## src/rtl/hth_pkg.sv

```systemverilog
package hth_pkg;
  localparam logic [2:0] TASK_NULL  = 3'd0;
  localparam logic [2:0] TASK_SYNC  = 3'd6;
  localparam logic [2:0] TASK_RESET = 3'd7;

  localparam logic [1:0] SEL_CMD  = 2'd0;
  localparam logic [1:0] SEL_DATA = 2'd1;
  localparam logic [1:0] SEL_MODE = 2'd2;
  localparam logic [1:0] SEL_STAT = 2'd3;

  typedef enum logic [1:0] {
    ST_IDLE = 2'd0,
    ST_TX   = 2'd1,
    ST_RX   = 2'd2,
    ST_SYNC = 2'd3
  } seq_state_t;

  typedef struct packed {
    logic [2:0] code;
    logic       acq;
    logic       rsv_bad;
    logic       is_null;
    logic       is_reset;
    logic       is_sync;
  } cmd_info_t;
endpackage

```

## src/rtl/hth_cmd_dec.sv

```systemverilog
module hth_cmd_dec
  import hth_pkg::*;
(
  input  logic [6:0] cmd_byte,
  output cmd_info_t  info
);
  always_comb begin
    info.code     = cmd_byte[2:0];
    info.acq      = cmd_byte[6];
    info.rsv_bad  = |cmd_byte[5:3];
    info.is_null  = (cmd_byte[2:0] == TASK_NULL);
    info.is_reset = (cmd_byte[2:0] == TASK_RESET);
    info.is_sync  = (cmd_byte[2:0] == TASK_SYNC);
  end
endmodule

```

## src/rtl/hth_buf.sv

```systemverilog
module hth_buf #(
  parameter int DEPTH = 8,
  parameter int W     = 8,
  localparam int AW   = $clog2(DEPTH)
) (
  input  logic          clk,
  input  logic          rst_n,
  input  logic          we,
  input  logic [AW-1:0] waddr,
  input  logic [W-1:0]  wdata,
  input  logic [AW-1:0] raddr_a,
  output logic [W-1:0]  rdata_a,
  input  logic [AW-1:0] raddr_b,
  output logic [W-1:0]  rdata_b
);
  logic [W-1:0] mem [DEPTH];

  for (genvar i = 0; i < DEPTH; i++) begin : g_cell
    always_ff @(posedge clk or negedge rst_n) begin
      if (!rst_n)
        mem[i] <= '0;
      else if (we && (waddr == AW'(i)))
        mem[i] <= wdata;
    end
  end

  assign rdata_a = mem[raddr_a];
  assign rdata_b = mem[raddr_b];
endmodule

```

## src/rtl/hth_seq.sv

```systemverilog
module hth_seq
  import hth_pkg::*;
#(
  parameter int DEPTH      = 8,
  parameter int SYNC_BYTES = 2,
  localparam int AW        = $clog2(DEPTH)
) (
  input  logic          clk,
  input  logic          rst_n,
  input  logic          cmd_wr,
  input  cmd_info_t     info,
  input  logic          data_wr,
  input  logic          data_rd,
  input  logic          mode_wr,
  input  logic [1:0]    mode_wdata,
  input  logic          stat_rd,
  input  logic          tx_ready,
  input  logic          rx_valid,
  output logic          tx_valid,
  output logic          rx_ready,
  output logic [AW-1:0] xfer_idx,
  output logic [AW-1:0] wr_ptr,
  output logic [AW-1:0] rd_ptr,
  output logic          host_we,
  output logic          rx_we,
  output logic          sync_shift,
  output logic          bfree,
  output logic          irq,
  output logic          err,
  output logic          tx_mode,
  output logic          irq_en,
  output logic          acq_restart
);
  seq_state_t    st;
  logic [AW-1:0] cnt;
  logic [AW-1:0] len;
  logic          task_req, start_ok, reset_cmd, last, step;

  assign reset_cmd  = cmd_wr && !info.rsv_bad && info.is_reset;
  assign task_req   = cmd_wr && !info.rsv_bad && !info.is_null && !info.is_reset;
  assign start_ok   = task_req && bfree;
  assign last       = (cnt == len - 1'b1);
  assign tx_valid   = (st == ST_TX);
  assign rx_ready   = (st == ST_RX);
  assign sync_shift = (st == ST_SYNC);
  assign rx_we      = rx_ready && rx_valid;
  assign host_we    = data_wr && bfree;
  assign xfer_idx   = cnt;

  always_comb begin
    unique case (st)
      ST_TX:   step = tx_ready;
      ST_RX:   step = rx_valid;
      ST_SYNC: step = 1'b1;
      default: step = 1'b0;
    endcase
  end

  always_ff @(posedge clk or negedge rst_n) begin
    if (!rst_n) begin
      st          <= ST_IDLE;
      cnt         <= '0;
      len         <= '0;
      wr_ptr      <= '0;
      rd_ptr      <= '0;
      bfree       <= 1'b1;
      irq         <= 1'b0;
      err         <= 1'b0;
      tx_mode     <= 1'b0;
      irq_en      <= 1'b0;
      acq_restart <= 1'b0;
    end else begin
      acq_restart <= cmd_wr && !info.rsv_bad && info.acq;
      if (stat_rd) irq <= 1'b0;
      if (data_wr) begin
        if (bfree) wr_ptr <= wr_ptr + 1'b1;
        else       err    <= 1'b1;
      end
      if (data_rd) begin
        if (bfree) rd_ptr <= rd_ptr + 1'b1;
        else       err    <= 1'b1;
      end
      if (mode_wr) begin
        if (bfree) begin
          tx_mode <= mode_wdata[0];
          irq_en  <= mode_wdata[1];
        end else begin
          err <= 1'b1;
        end
      end
      if (cmd_wr && info.rsv_bad) err <= 1'b1;
      if (task_req && !bfree)     err <= 1'b1;
      if (start_ok) begin
        bfree  <= 1'b0;
        cnt    <= '0;
        wr_ptr <= '0;
        rd_ptr <= '0;
        if (info.is_sync) begin
          st  <= ST_SYNC;
          len <= AW'(SYNC_BYTES);
        end else begin
          st  <= tx_mode ? ST_TX : ST_RX;
          len <= AW'(info.code);
        end
      end
      if (step) begin
        if (last) begin
          st    <= ST_IDLE;
          cnt   <= '0;
          bfree <= 1'b1;
          irq   <= 1'b1;
        end else begin
          cnt <= cnt + 1'b1;
        end
      end
      if (reset_cmd) begin
        st     <= ST_IDLE;
        cnt    <= '0;
        wr_ptr <= '0;
        rd_ptr <= '0;
        bfree  <= 1'b1;
        irq    <= 1'b0;
        err    <= 1'b0;
      end
    end
  end


  start_clears_free_chk: assert property (@(posedge clk) disable iff (!rst_n)
    start_ok |=> !bfree);


  tx_stall_hold_chk: assert property (@(posedge clk) disable iff (!rst_n)
    (tx_valid && !tx_ready && !reset_cmd) |=> (tx_valid && $stable(cnt)));


  tx_done_flags_chk: assert property (@(posedge clk) disable iff (!rst_n)
    (tx_valid && tx_ready && last && !reset_cmd) |=> (bfree && irq));


  acq_source_chk: assert property (@(posedge clk) disable iff (!rst_n)
    acq_restart |-> $past(cmd_wr && info.acq));


  busy_write_err_chk: assert property (@(posedge clk) disable iff (!rst_n)
    (data_wr && !bfree) |=> err);


  reset_code_idle_chk: assert property (@(posedge clk) disable iff (!rst_n)
    reset_cmd |=> (bfree && !irq && !tx_valid && !rx_ready));
endmodule

```

## src/rtl/hth_ctrl.sv

```systemverilog
module hth_ctrl
  import hth_pkg::*;
#(
  parameter int DEPTH      = 8,
  parameter int SYNC_BYTES = 2,
  localparam int AW        = $clog2(DEPTH),
  localparam int SP_W      = 8 * SYNC_BYTES
) (
  input  logic            clk,
  input  logic            rst_n,
  input  logic            host_wr,
  input  logic            host_rd,
  input  logic [1:0]      host_sel,
  input  logic [7:0]      host_wdata,
  output logic [7:0]      host_rdata,
  output logic            irq_n,
  output logic            acq_restart,
  output logic [SP_W-1:0] sync_pat,
  output logic            tx_valid,
  input  logic            tx_ready,
  output logic [7:0]      tx_data,
  input  logic            rx_valid,
  output logic            rx_ready,
  input  logic [7:0]      rx_data
);
  cmd_info_t     info;
  logic          cmd_wr, data_wr, data_rd, mode_wr, stat_rd;
  logic [AW-1:0] xfer_idx, wr_ptr, rd_ptr, buf_waddr;
  logic          host_we, rx_we, sync_shift, buf_we;
  logic          bfree, irq, err, tx_mode, irq_en;
  logic [7:0]    buf_wdata, host_byte, xfer_byte;

  assign cmd_wr  = host_wr && (host_sel == SEL_CMD);
  assign data_wr = host_wr && (host_sel == SEL_DATA);
  assign mode_wr = host_wr && (host_sel == SEL_MODE);
  assign data_rd = host_rd && (host_sel == SEL_DATA);
  assign stat_rd = host_rd && (host_sel == SEL_STAT);

  hth_cmd_dec u_dec (
    .cmd_byte (host_wdata[6:0]),
    .info     (info)
  );

  hth_seq #(.DEPTH(DEPTH), .SYNC_BYTES(SYNC_BYTES)) u_seq (
    .clk         (clk),
    .rst_n       (rst_n),
    .cmd_wr      (cmd_wr),
    .info        (info),
    .data_wr     (data_wr),
    .data_rd     (data_rd),
    .mode_wr     (mode_wr),
    .mode_wdata  (host_wdata[1:0]),
    .stat_rd     (stat_rd),
    .tx_ready    (tx_ready),
    .rx_valid    (rx_valid),
    .tx_valid    (tx_valid),
    .rx_ready    (rx_ready),
    .xfer_idx    (xfer_idx),
    .wr_ptr      (wr_ptr),
    .rd_ptr      (rd_ptr),
    .host_we     (host_we),
    .rx_we       (rx_we),
    .sync_shift  (sync_shift),
    .bfree       (bfree),
    .irq         (irq),
    .err         (err),
    .tx_mode     (tx_mode),
    .irq_en      (irq_en),
    .acq_restart (acq_restart)
  );

  assign buf_we    = host_we || rx_we;
  assign buf_waddr = rx_we ? xfer_idx : wr_ptr;
  assign buf_wdata = rx_we ? rx_data : host_wdata;

  hth_buf #(.DEPTH(DEPTH), .W(8)) u_buf (
    .clk     (clk),
    .rst_n   (rst_n),
    .we      (buf_we),
    .waddr   (buf_waddr),
    .wdata   (buf_wdata),
    .raddr_a (rd_ptr),
    .rdata_a (host_byte),
    .raddr_b (xfer_idx),
    .rdata_b (xfer_byte)
  );

  assign tx_data = xfer_byte;

  if (SYNC_BYTES > 1) begin : g_sync_multi
    always_ff @(posedge clk or negedge rst_n) begin
      if (!rst_n)          sync_pat <= '0;
      else if (sync_shift) sync_pat <= {xfer_byte, sync_pat[SP_W-1:8]};
    end
  end else begin : g_sync_single
    always_ff @(posedge clk or negedge rst_n) begin
      if (!rst_n)          sync_pat <= '0;
      else if (sync_shift) sync_pat <= xfer_byte;
    end
  end

  always_comb begin
    unique case (host_sel)
      SEL_DATA: host_rdata = host_byte;
      SEL_MODE: host_rdata = {6'b0, irq_en, tx_mode};
      SEL_STAT: host_rdata = {5'b0, err, irq, bfree};
      default:  host_rdata = 8'h00;
    endcase
  end

  assign irq_n = ~(irq & irq_en);
endmodule

```

## config.mk

```make
export PLATFORM = sky130hd
export DESIGN_NAME = hth_ctrl
export DESIGN_NICKNAME = d
export VERILOG_FILES = /design/src/rtl/hth_pkg.sv /design/src/rtl/hth_cmd_dec.sv /design/src/rtl/hth_buf.sv /design/src/rtl/hth_seq.sv /design/src/rtl/hth_ctrl.sv
export SDC_FILE = /design/constraint.sdc
export NUM_CORES = 1
export LEC_CHECK = 0
export BUFFER_PORTS_ARGS = -buffer_cell sky130_fd_sc_hd__buf_2
export CELL_PAD_IN_SITES_DETAIL_PLACEMENT = 2
export CELL_PAD_IN_SITES_GLOBAL_PLACEMENT = 2
export CORE_MARGIN = 2
export CORE_UTILIZATION = 47
export CTS_BUF_LIST = sky130_fd_sc_hd__clkbuf_2
export DETAILED_ROUTE_END_ITERATION = 10
export GPL_TIMING_DRIVEN = 0
export PLACE_DENSITY = 0.87
export SYNTH_ARGS = -nofsm -noshare
export SYNTH_HDL_FRONTEND = slang
export SYNTH_HIERARCHICAL = 1
export SYNTH_SLANG_ARGS = --single-unit
```

## constraint.sdc

```tcl
create_clock -name clk -period 3.6 [get_ports clk]
set_clock_uncertainty 0.15 [all_clocks]
set_input_delay 0.18 -clock clk [delete_from_list [all_inputs] [get_ports clk]]
set_output_delay 0.18 -clock clk [all_outputs]
set_load 0.01 [all_outputs]
```

==> metrics.md, run 1 <==
| Metric | Value |
|---|---|
| Overall power | `approximately 2.7 mW` |
| Most used DFF post-synth | `dfrtp_1` |
| Reg2reg setup slack | `330 ps` |
| Vias | `between 3000 and 4000` |
| Area share of the largest cell type after synthesis | `44.6%` |
| Post-Syn Area | `5550 µm²` |
| CTS Root Cell | `clkbuf_2` |
| Antenna violations before repair | `1` |
| Post-CTS Setup Bufs | `0` |
| Static Leak | `3.26 nW` |
| Outcome | `finished, violations left` |
| Hold Path Class | `input port to flip-flop` |
| # DRC | `1` |
| Clock Power Share | `23.1%` |
| # IOs | `60` |
| Yosys reg bits | `100` |
| Final period utilization | `90.9%` |
| CTS Buf Count | `9` |
| Unique cell type count in the Yosys netlist | `53` |
| Power Internal | `1.85 mW` |
| Die X | `113 µm` |
| H-Tree Depth | `3` |
| Initial DRC count | `210` |
| Switching power | `0.859 mW` |
| Worst-margin pin slew | `793 ps` |
| Number of global-route vias before repair | `approximately 4400` |
| CP Class | `flip-flop to flip-flop` |
| Cell area after layout | `6460 µm²` |
| CTS tree | `yes` |
| Hold_buf cts | `25` |
| Failing checks | `DRC` |
| CP max stage cell | `nor4b_4` |
| Slack of the critical path | `327 ps` |
| Seq/Total Area, Yosys | `between 40% and 50%` |
| Final wirelength | `17400 µm` |
| Height of the die | `around 110 µm` |
| Post-DP Area | `6060 µm²` |
| Sequential cell fraction of total power | `46.6%` |
| Post-Synth Simple-Gate Area | `between 8 and 9%` |
| Pwr Density | `~420 nW/µm²` |
| Proportion of synthesized area in mux cells | `between 30% and 40%` |
| Fraction of layout cells with a size suffix above 1 | `46.5%` |
| Post-Place Setup Slack | `374 ps` |
| Area contributors post-synth | `dfrtp_1, mux2_2, mux4_1, and2_1, ha_1` |
| Synth Area in Compound Gates | `2.77%` |
| Asr flop ratio synth | `100%` |
| Post-cts resize count | `0` |
| Post-Synthesis Cells | `376` |
| GPL Wtd Cong | `0.788` |
| Largest net degree at the start of global routing | `55` |
| Adder-cell share of the synthesized area | `0.901%` |
| Synth area leader | `dfrtp_1` |
| Core footprint | `11500 µm²` |
| Hold Violations, Final | `0` |
| Die area | `12700 µm²` |
| Port Buffers | `59` |
| Crit path arrival time | `3650 ps` |
| Synthesized area per cell | `14.8 µm²` |
| Worst Path Max Fanout | `10` |
| Most used cell, CP | `mux2_2` |
| Crit path cell chain | `nor2b_1, and2_1, buf_4, mux2_2, buf_2, nor4b_4, mux2_2` |
| Post-DRT Antenna Nets | `0` |
| Initial Util | `48.4%` |
| # clock sinks | `100` |
| Synth Net Count | `404` |
| Crit. End Element | `flip-flop` |
| Count leader, synth | `mux2_2` |
| Yosys warning total | `6` |
| Post-DR vias/cell | `a little over 6` |
| Cell Rows | `39` |
| Drt first pass iters | `7` |
| Drt wl/cell | `28.1 µm` |
| Synth cell count leaders | `mux2_2, dfrtp_1, mux4_1` |
| Hpwl dp | `11900 µm` |
| N_diodes | `0` |
| Switching Fraction | `31.7%` |
| Grt ovf | `0` |
| Max-cap violations | `0` |
| Total GRT Usage | `29.0%` |
| Setup violators final | `0` |
| Post-Synth XOR/XNOR Area | `1.22%` |
| Tmin final | `3270 ps` |
| Worst path max stage delay | `~740 ps` |
| Worst hold slack | `72.6 ps` |
| Worst-Skew Late Latency | `610 ps` |
| Maximum clock path buffer count | `2` |
| First-pass GRT wire length | `27000 µm` |
| Worst EP required | `3980 ps` |
| Worst VDD drop | `approximately 0.21 mV` |
| EDFF count, synth | `0` |
| Setup crit start kind | `flip-flop` |
| Main combinational cell family by area after synthesis | `multiplexers` |
| Clock slew at reported path FFs | `270 ps` |
| Setup TNS Final | `0 ps` |
| RSZ-0062 raised after global routing | `no` |
| Max-slew violations | `0` |
| Combinational power share | `30.2%` |
| Fmax | `306 MHz` |
| Slew headroom | `~47%` |
| Syn-to-layout area delta | `16.4%` |
| Layout Nets | `500` |
[worst max-delay path: cells and delay by family, from the launching register on]
family                 cells  cell delay, ps
AND/OR/NAND/NOR            3            1240
buffers and inverters      2             480
flip-flops                 1             520
multiplexers               2             780
[worst paths after layout]
kind / startpoint / cells past startpoint / end
worst max-delay path: u_seq/st[1] / 7 / u_buf/mem[62]
worst min-delay path: rx_valid / 5 / u_seq/irq
worst max register to register: u_seq/st[1] / 7 / u_buf/mem[62]
worst min register to register: sync_pat[5] / 1 / sync_pat[5]
max in group asynchronous: rst_n / 4 / u_buf/mem[20]
min in group asynchronous: rst_n / 3 / u_seq/bfree
[power by group through the flow]
stage | Combinational, mW | Clock, mW | Sequential [mW]
final | 0.818 | 0.626 | 1.26
after global routing | 0.865 | 0.687 | 1.28
after CTS | 0.811 | 0.644 | 1.26
after detailed placement | 0.780 | 0 | 1.28
after global placement | 0.735 | 0 | 1.27
after floorplan | 0.532 | 0 | 1.25
[cells by family after synthesis]
family	count (synthesis)
xor+xnor	6
fa+ha+maj	4
mux	146
compound gates	23
flops	100
buf+inv	32
simple gates	65
[sequential cells by signal, summed over array words and instances (netlist names)]
register           count
u_seq/bfree            1
u_seq/irq_en           1
u_seq/xfer_idx         3
u_seq/rd_ptr           3
u_buf/mem             64
u_seq/len              3
sync_pat              16
u_seq/wr_ptr           3
u_seq/err              1
u_seq/tx_mode          1
u_seq/acq_restart      1
u_seq/st               2
u_seq/irq              1
[placed cells by master, fill, tap and decap left out, types with 3 or more instances in the layout]
cell,synthesis,routed
buf_6,4,4
buf_2,9,67
nor2_1,9,9
mux2_2,112,112
xor2_1,3,3
a22o_1,4,4
ha_1,4,4
buf_4,5,6
mux4_1,30,30
nand2_1,9,9
clkbuf_2,0,10
inv_1,6,6
nor4bb_1,3,3
nor2b_1,4,4
nand4b_1,3,3
dlygate4sd3_1,0,24
dfrtp_1,99,99
and2_1,9,9
a21oi_1,8,8
o21ai_0,4,4
clkbuf_1,4,4
nand2b_1,6,6
[metal layers]
layer  up-vias  share of wire, %  GRT usage [%]
met5         -                 0              0
met1      1971                39           35.7
met4         0               3.1           11.5
li1       1628                 -              -
met3        42               5.5           3.91
met2       140                53           51.6
[per-stage QoR]
stage / std cells / util [%]
after floorplan: 376 / -
after global placement: 578 / 52.6
after detailed placement: 579 / 52.8
after CTS: 620 / 56.4
after global routing: 620 / 56.4
final: 620 / 56.4
[final cells by class]
cell class,instances,area (µm²)
buffer,26,190
clock buffer,10,50.0
clock inverter,6,86.3
fill,1037,5000
inverter,6,22.5
multi-input combinational,244,2840
sequential,100,2500
tap,143,179
timing repair buffer,85,593
Note: power is estimated with default switching activity, not from simulation.
==> run 2: changes to the inputs <==
--- a/config.mk
+++ b/config.mk
@@ -9,11 +9,11 @@
 export CELL_PAD_IN_SITES_DETAIL_PLACEMENT = 2
 export CELL_PAD_IN_SITES_GLOBAL_PLACEMENT = 2
 export CORE_MARGIN = 2
-export CORE_UTILIZATION = 47
-export CTS_BUF_LIST = sky130_fd_sc_hd__clkbuf_2
+export CORE_UTILIZATION = 46
 export DETAILED_ROUTE_END_ITERATION = 10
 export GPL_TIMING_DRIVEN = 0
-export PLACE_DENSITY = 0.87
+export HOLD_SLACK_MARGIN = 0.03
+export PLACE_DENSITY = 0.85
 export SYNTH_ARGS = -nofsm -noshare
 export SYNTH_HDL_FRONTEND = slang
 export SYNTH_HIERARCHICAL = 1
==> constraint.sdc (replaced) <==
create_clock -name clk -period 3.6 [get_ports clk]
set_clock_uncertainty 0.15 [all_clocks]
set_input_delay 0.18 -clock clk [delete_from_list [all_inputs] [get_ports clk]]
set_output_delay 0.18 -clock clk [all_outputs]
set_load 0.1 [all_outputs]
==> run 2 against run 1 <==
Global-route usage fell by 2.0 points. Setup slack improved by 130 ps. Total power rose by 25%. Worst hold slack got worse by 31 ps. Non-clock buffer count fell by 22. Clock power rose by 60%. Via count fell by 1.9%. Largest power group unchanged. The run now ends clean. Register-to-register slack improved by 130 ps. Core utilization fell by 2.6 points. Critical path depth did not move.
==> metrics.md, run 2 (synthesis results as in run 1) <==
| Metric | Value |
|---|---|
| Total GRT Usage | `26.9% (-2.0 points)` |
| N_diodes | `0 (unchanged)` |
| Fillers | `1117 (+7.7%)` |
| Post-cts resize count | `0 (unchanged)` |
| Clock slew at reported path FFs | `70 ps (-200 ps)` |
| Slew headroom | `46.7% (-0.16 points)` |
| Setup TNS Final | `0 ps (unchanged)` |
| Drt wl/cell | `27.3 µm (-2.6%)` |
| Crit. End Element | `flip-flop` |
| Die area | `13000 µm² (+2.1%)` |
| Static Leak | `3.21 nW (-1.5%)` |
| RSZ-0062 raised after global routing | `no` |
| Fin util | `53.7% (-2.6 points)` |
| Crit path cell chain | `nor2b_2, and2_1, buf_4, mux2_2, buf_2, nand4b_1, mux2_2` |
| Hold Violations, Final | `0 (unchanged)` |
| Initial Util | `46.6% (-1.8 points)` |
| Hpwl dp | `11600 µm (-2.7%)` |
| Most used cell, CP | `mux2_2` |
| Height of the die | `114 µm (+1.0%)` |
| Maximum clock path buffer count | `2 (unchanged)` |
| FF+latch area | `2500 µm² (unchanged)` |
| Most frequent cells in the layout | `mux2_2, dfrtp_1, buf_2` |
| Crit path arrival time | `3230 ps (-420 ps)` |
| Met3 wire len | `528 µm (-44%)` |
| Reg2reg setup slack | `460 ps (+130 ps)` |
| Antenna violations before repair | `0 (-1)` |
| Fraction of layout cells with a size suffix above 1 | `48.9% (+2.4 points)` |
| Number of global-route vias before repair | `4199 (-3.8%)` |
| # IOs | `60 (unchanged)` |
| Post-DRT Antenna Nets | `0 (unchanged)` |
| CTS Buf Count | `9 (unchanged)` |
| CP max stage cell | `nand4b_1` |
| CTS tree | `yes` |
| Grt ovf | `0 (unchanged)` |
| CP Class | `flip-flop to flip-flop` |
| Worst Path Max Fanout | `10 (unchanged)` |
| Setup violators final | `0 (unchanged)` |
| Core footprint | `11900 µm² (+3.9%)` |
| Overall power | `3.39 mW (+25%)` |
| Largest net degree at the start of global routing | `71 (+29%)` |
| Final wirelength | `16400 µm (-5.6%)` |
| Post-DP Area | `6070 µm² (+0.12%)` |
| Crit path max-delay family | `simple AND/OR/NAND/NOR gates` |
| GPL Wtd Cong | `0.765 (-3.0%)` |
| Vias | `3710 (-1.9%)` |
| Leading cell type in the layout, fill and taps excluded | `mux2_2` |
| Drt first pass iters | `4 (-3)` |
| Max-cap violations | `0 (unchanged)` |
| Pwr Density | `530 nW/µm² (+27%)` |
| Worst-Skew Late Latency | `360 ps (-250 ps)` |
| Port Buffers | `59 (unchanged)` |
| Power Internal | `2.15 mW (+16%)` |
| Met1 wire length | `7030 µm (+4.3%)` |
| Hold Path Class | `input port to flip-flop` |
| Regs by FF count | `u_buf/mem (64), sync_pat (16)` |
| Area of the multi-input gates | `2840 µm² (about the same)` |
| Fmax | `318 MHz (+4.1%)` |
| Top Layer Used | `met4` |
| Max FFs per register | `64 (unchanged)` |
| Combinational power share | `33.1% (+2.9 points)` |
| Die X | `114 µm (+1.0%)` |
| Sequential cell fraction of total power | `37.3% (-9.3 points)` |
| CP bufs+invs | `2 (unchanged)` |
| Clock Power Share | `29.6% (+6.5 points)` |
| Switching power | `1.24 mW (+44%)` |
| # clock sinks | `100 (unchanged)` |
| Max-slew violations | `0 (unchanged)` |
| H-Tree Depth | `3 (unchanged)` |
| Worst VDD drop | `0.234 mV (+11%)` |
| Worst path max stage delay | `680 ps (-60 ps)` |
| CTS Root Cell | `clkbuf_16` |
| Layout Nets | `478 (-4.4%)` |
| Worst-margin pin slew | `795 ps (+2.42 ps)` |
| Syn-to-layout area delta | `15.2%` |
| First-pass GRT wire length | `25600 µm (-5.4%)` |
| Cell area after layout | `6400 µm² (-1.0%)` |
| Outcome | `completed` |
| Tmin final | `3140 ps (-129 ps)` |
| Switching Fraction | `36.6% (+4.8 points)` |
| Worst EP required | `3690 ps (-290 ps)` |
| Post-CTS Setup Bufs | `0 (unchanged)` |
| # DRC | `0 (-1)` |
| Cell Rows | `40 (+2.6%)` |
| Worst hold slack | `41.3 ps (-31.3 ps)` |
| Final period utilization | `87.3% (-3.6 points)` |
| WL met2 | `8460 µm (-7.7%)` |
| Largest Register | `u_buf/mem` |
| Post-DR vias/cell | `6.17 (+1.2%)` |
| Initial DRC count | `206 (-1.9%)` |
| Setup crit start kind | `flip-flop` |
==> run 2: per-layer routing <==
metal	track usage, %	up-vias
li1	-	1591
met1	35.2	1999
met2	45.7	99
met3	3.29	21
met4	11.1	0
met5	0	-
==> run 2: layout make-up <==
cell class                 instances  share of cell area [%]
timing repair buffer              63                    5.55
buffer                            26                    2.97
clock inverter                     5                   0.978
tap                              147                    2.88
clock buffer                      10                    3.74
inverter                           6                   0.352
sequential                       100                    39.1
multi-input combinational        244                    44.4
==> run 2: through the flow <==
step                      worst slack [ps]  std cells
final                                  456        601
after global routing                   329        601
after CTS                              439        601
after detailed placement               479        583
after global placement                 533        582
after floorplan                        286        376
==> run 2: tightest hold or removal path, cell delays in order <==
cell and delay, ps:
buf_2 110, buf_4 120, inv_1 50, nor2_1 50
==> run 2: worst paths after layout <==
path / from / cells after the start / to
worst max-delay path: u_seq/st[1] / 7 / u_buf/mem[14]
worst min-delay path: host_wdata[6] / 4 / u_seq/acq_restart
worst max register to register: u_seq/st[1] / 7 / u_buf/mem[14]
worst min register to register: sync_pat[1] / 1 / sync_pat[1]
max in group asynchronous: rst_n / 3 / u_buf/mem[30]
min in group asynchronous: rst_n / 2 / u_seq/len[0]
==> run 2: timing repair <==
item | in CTS | in global routing
hold buffers | 3 | 0
endpoints found under the hold margin | 32 | 0
endpoints found under the setup margin | 0 | 0
==> run 2: power by group through the flow <==
stage          clock network (mW)  logic [mW]  registers, mW
4_1_cts                      1.02        1.12           1.26
6_report                     1.00        1.12           1.26
3_5_place_dp                    0        1.11           1.28
2_1_floorplan                   0       0.868           1.26
5_1_grt                      1.07        1.17           1.27
3_3_place_gp                    0        1.07           1.27
==> run 3: changes to the inputs <==
==> constraint.sdc (replaced) <==
create_clock -name clk -period 3.6 [get_ports clk]
set_clock_uncertainty 0.15 [all_clocks]
set_input_delay 0.18 -clock clk [delete_from_list [all_inputs] [get_ports clk]]
set_output_delay 0.18 -clock clk [all_outputs]
set_load 0.01 [all_outputs]
==> run 3 against run 2 <==
Total power down 8.6%. Core utilization up 0.094 points. Cell count up 0.17%. Sequential power about the same. Fmax down 5.5%. Setup slack worse by 180 ps. Clock-buffer cell count unchanged. Register-to-register slack worse by 180 ps. Flip-flop and latch count unchanged. Sequential share of layout area down 0.069 points. Routed wire length up 2.3%. Largest cell class unchanged. Largest power group unchanged. Highest routed layer unchanged.
==> metrics.md, run 3 (synthesis results as in run 1) <==
| Metric | Value |
|---|---|
| Port Buffers | `59 (unchanged)` |
| Most frequent cells in the layout | `mux2_2, dfrtp_1, buf_2` |
| Placed instance count | `583 (unchanged)` |
| # IOs | `60 (unchanged)` |
| Finished Layout Cells | `602 (+0.17%)` |
| # DRC | `0 (unchanged)` |
| CTS Root Cell | `clkbuf_16` |
| Final wirelength | `16800 µm (+2.3%)` |
| Leading cell type in the layout, fill and taps excluded | `mux2_2` |
| Reg2Reg Launch Point | `u_seq/bfree` |
| Largest net degree at the start of global routing | `64 (-9.9%)` |
| H-Tree Depth | `3 (unchanged)` |
| Hold Path Class | `input port to flip-flop` |
| Layout Nets | `478 (unchanged)` |
| # clock sinks | `100 (unchanged)` |
| Cell Rows | `40 (unchanged)` |
| Vias | `3666 (-1.2%)` |
| Total GRT Usage | `27.5% (+0.57 points)` |
| Initial Util | `46.6% (unchanged)` |
| Post-DR vias/cell | `6.09 (-1.4%)` |
| GPL Wtd Cong | `0.777 (+1.6%)` |
| Crit. End Element | `flip-flop` |
| Worst EP required | `3690 ps (about the same)` |
| N_diodes | `0 (unchanged)` |
| Slack of the critical path | `275 ps (-181 ps)` |
| Fraction of layout cells with a size suffix above 1 | `48.8% (-0.11 points)` |
| Maximum clock path buffer count | `2 (unchanged)` |
| Hold Violations, Final | `0 (unchanged)` |
| Clock slew at reported path FFs | `70 ps (about the same)` |
| Crit path arrival time | `3420 ps (+190 ps)` |
| Post-Place Setup Slack | `442 ps (-36.5 ps)` |
| Slew headroom | `38.0% (-8.8 points)` |
| Worst Path Max Fanout | `10 (unchanged)` |
| Worst VDD drop | `0.231 mV (-1.2%)` |
| RSZ-0062 raised after global routing | `no` |
| Post-DRT Antenna Nets | `0 (unchanged)` |
| Max-cap violations | `0 (unchanged)` |
| Fmax | `301 MHz (-5.5%)` |
| Setup violators final | `0 (unchanged)` |
| Initial DRC count | `155 (-25%)` |
| Largest Register | `u_buf/mem` |
| Die X | `114 µm (unchanged)` |
| Tmin final | `3330 ps (+181 ps)` |
| Worst Setup SP | `u_seq/bfree` |
| Max-slew violations | `0 (unchanged)` |
| Grt ovf | `0 (unchanged)` |
| Setup TNS Final | `0 ps (unchanged)` |
| Overall power | `3.10 mW (-8.6%)` |
| Hold Startpoint | `host_wdata[1]` |
| Setup crit start kind | `flip-flop` |
| Static Leak | `3.23 nW (+0.47%)` |
| Post-CTS Setup Bufs | `0 (unchanged)` |
| CTS tree | `yes` |
| Outcome | `completed` |
| Fillers | `1102 (-1.3%)` |
| Pwr Density | `484 nW/µm² (-8.7%)` |
| Worst-margin pin slew | `926 ps (+131 ps)` |
| Core footprint | `11900 µm² (unchanged)` |
| Height of the die | `114 µm (unchanged)` |
| Syn-to-layout area delta | `15.4%` |
| Worst-Skew Late Latency | `360 ps (about the same)` |
| Die area | `13000 µm² (unchanged)` |
| Max FFs per register | `64 (unchanged)` |
| Drt wl/cell | `27.9 µm (+2.1%)` |
| CTS Buf Count | `9 (unchanged)` |
| Hpwl dp | `11600 µm (+0.58%)` |
| Drt first pass iters | `4 (unchanged)` |
| First-pass GRT wire length | `26000 µm (+1.6%)` |
| CP Class | `flip-flop to flip-flop` |
| Final period utilization | `92.4% (+5.0 points)` |
| Antenna violations before repair | `0 (unchanged)` |
| Number of global-route vias before repair | `4201 (+0.048%)` |
| Regs by FF count | `u_buf/mem (64), sync_pat (16)` |
run 3: routing by layer:
| layer | up-vias | global-route usage (%) | share of wire (%) |
|---|---|---|---|
| li1 | 1590 | - | - |
| met1 | 1953 | 34.5 | 42 |
| met2 | 101 | 49.1 | 52 |
| met3 | 22 | 3.29 | 4.3 |
| met4 | 0 | 10.0 | 1.8 |
| met5 | - | 0 | 0 |
run 3: critical path, cell delays in order, from the launching register on:
cell      delay (ps)
dfstp_2          550
clkbuf_1         480
nand2_1          230
inv_1            130
or2_2            110
clkbuf_1         290
nor4b_4          830
mux2_2           430
run 3: what timing repair did:
item	CTS	global route
resized for setup	0	0
hold endpoints to repair	39	0
hold buffers	3	0
run 3: area by class of cell:
| class | count | area [µm²] | area share, % |
|---|---|---|---|
| clock inverters | 6 | 76.3 | 1.19 |
| inverters | 6 | 22.5 | 0.351 |
| clock buffers | 10 | 239 | 3.73 |
| multi-input cells | 244 | 2840 | 44.3 |
| plain buffers | 26 | 190 | 2.97 |
| repair buffers | 63 | 355 | 5.54 |
| well taps | 147 | 184 | 2.87 |
| flip-flops and latches | 100 | 2500 | 39.1 |
run 3: power by group:
part / total, mW / internal, mW / switching [mW]
sequential: 1.26 / 1.19 / 0.0720
clock: 1.04 / 0.572 / 0.469
combinational: 0.794 / 0.402 / 0.392
run 3: metrics by stage:
step           utilization, %  hold slack (ps)  instance area [µm²]
5_1_grt                  53.8             65.5                 6410
2_1_floorplan               -             -266                 5550
3_3_place_gp             50.7              334                 6030
6_report                 53.8             55.3                 6410
4_1_cts                  53.8             41.2                 6410
3_5_place_dp             50.9             39.4                 6060
run 3: worst paths after layout:
check / end / slack, ps / cells past startpoint
setup / recovery: u_buf/mem[58] / 270 / 7
hold / removal: u_seq/irq_en / 60 / 2
setup reg to reg: u_buf/mem[58] / 270 / 7
hold reg to reg: sync_pat[1] / 350 / 1
max in group asynchronous: u_buf/mem[53] / 2400 / 3
min in group asynchronous: u_seq/len[1] / 190 / 2
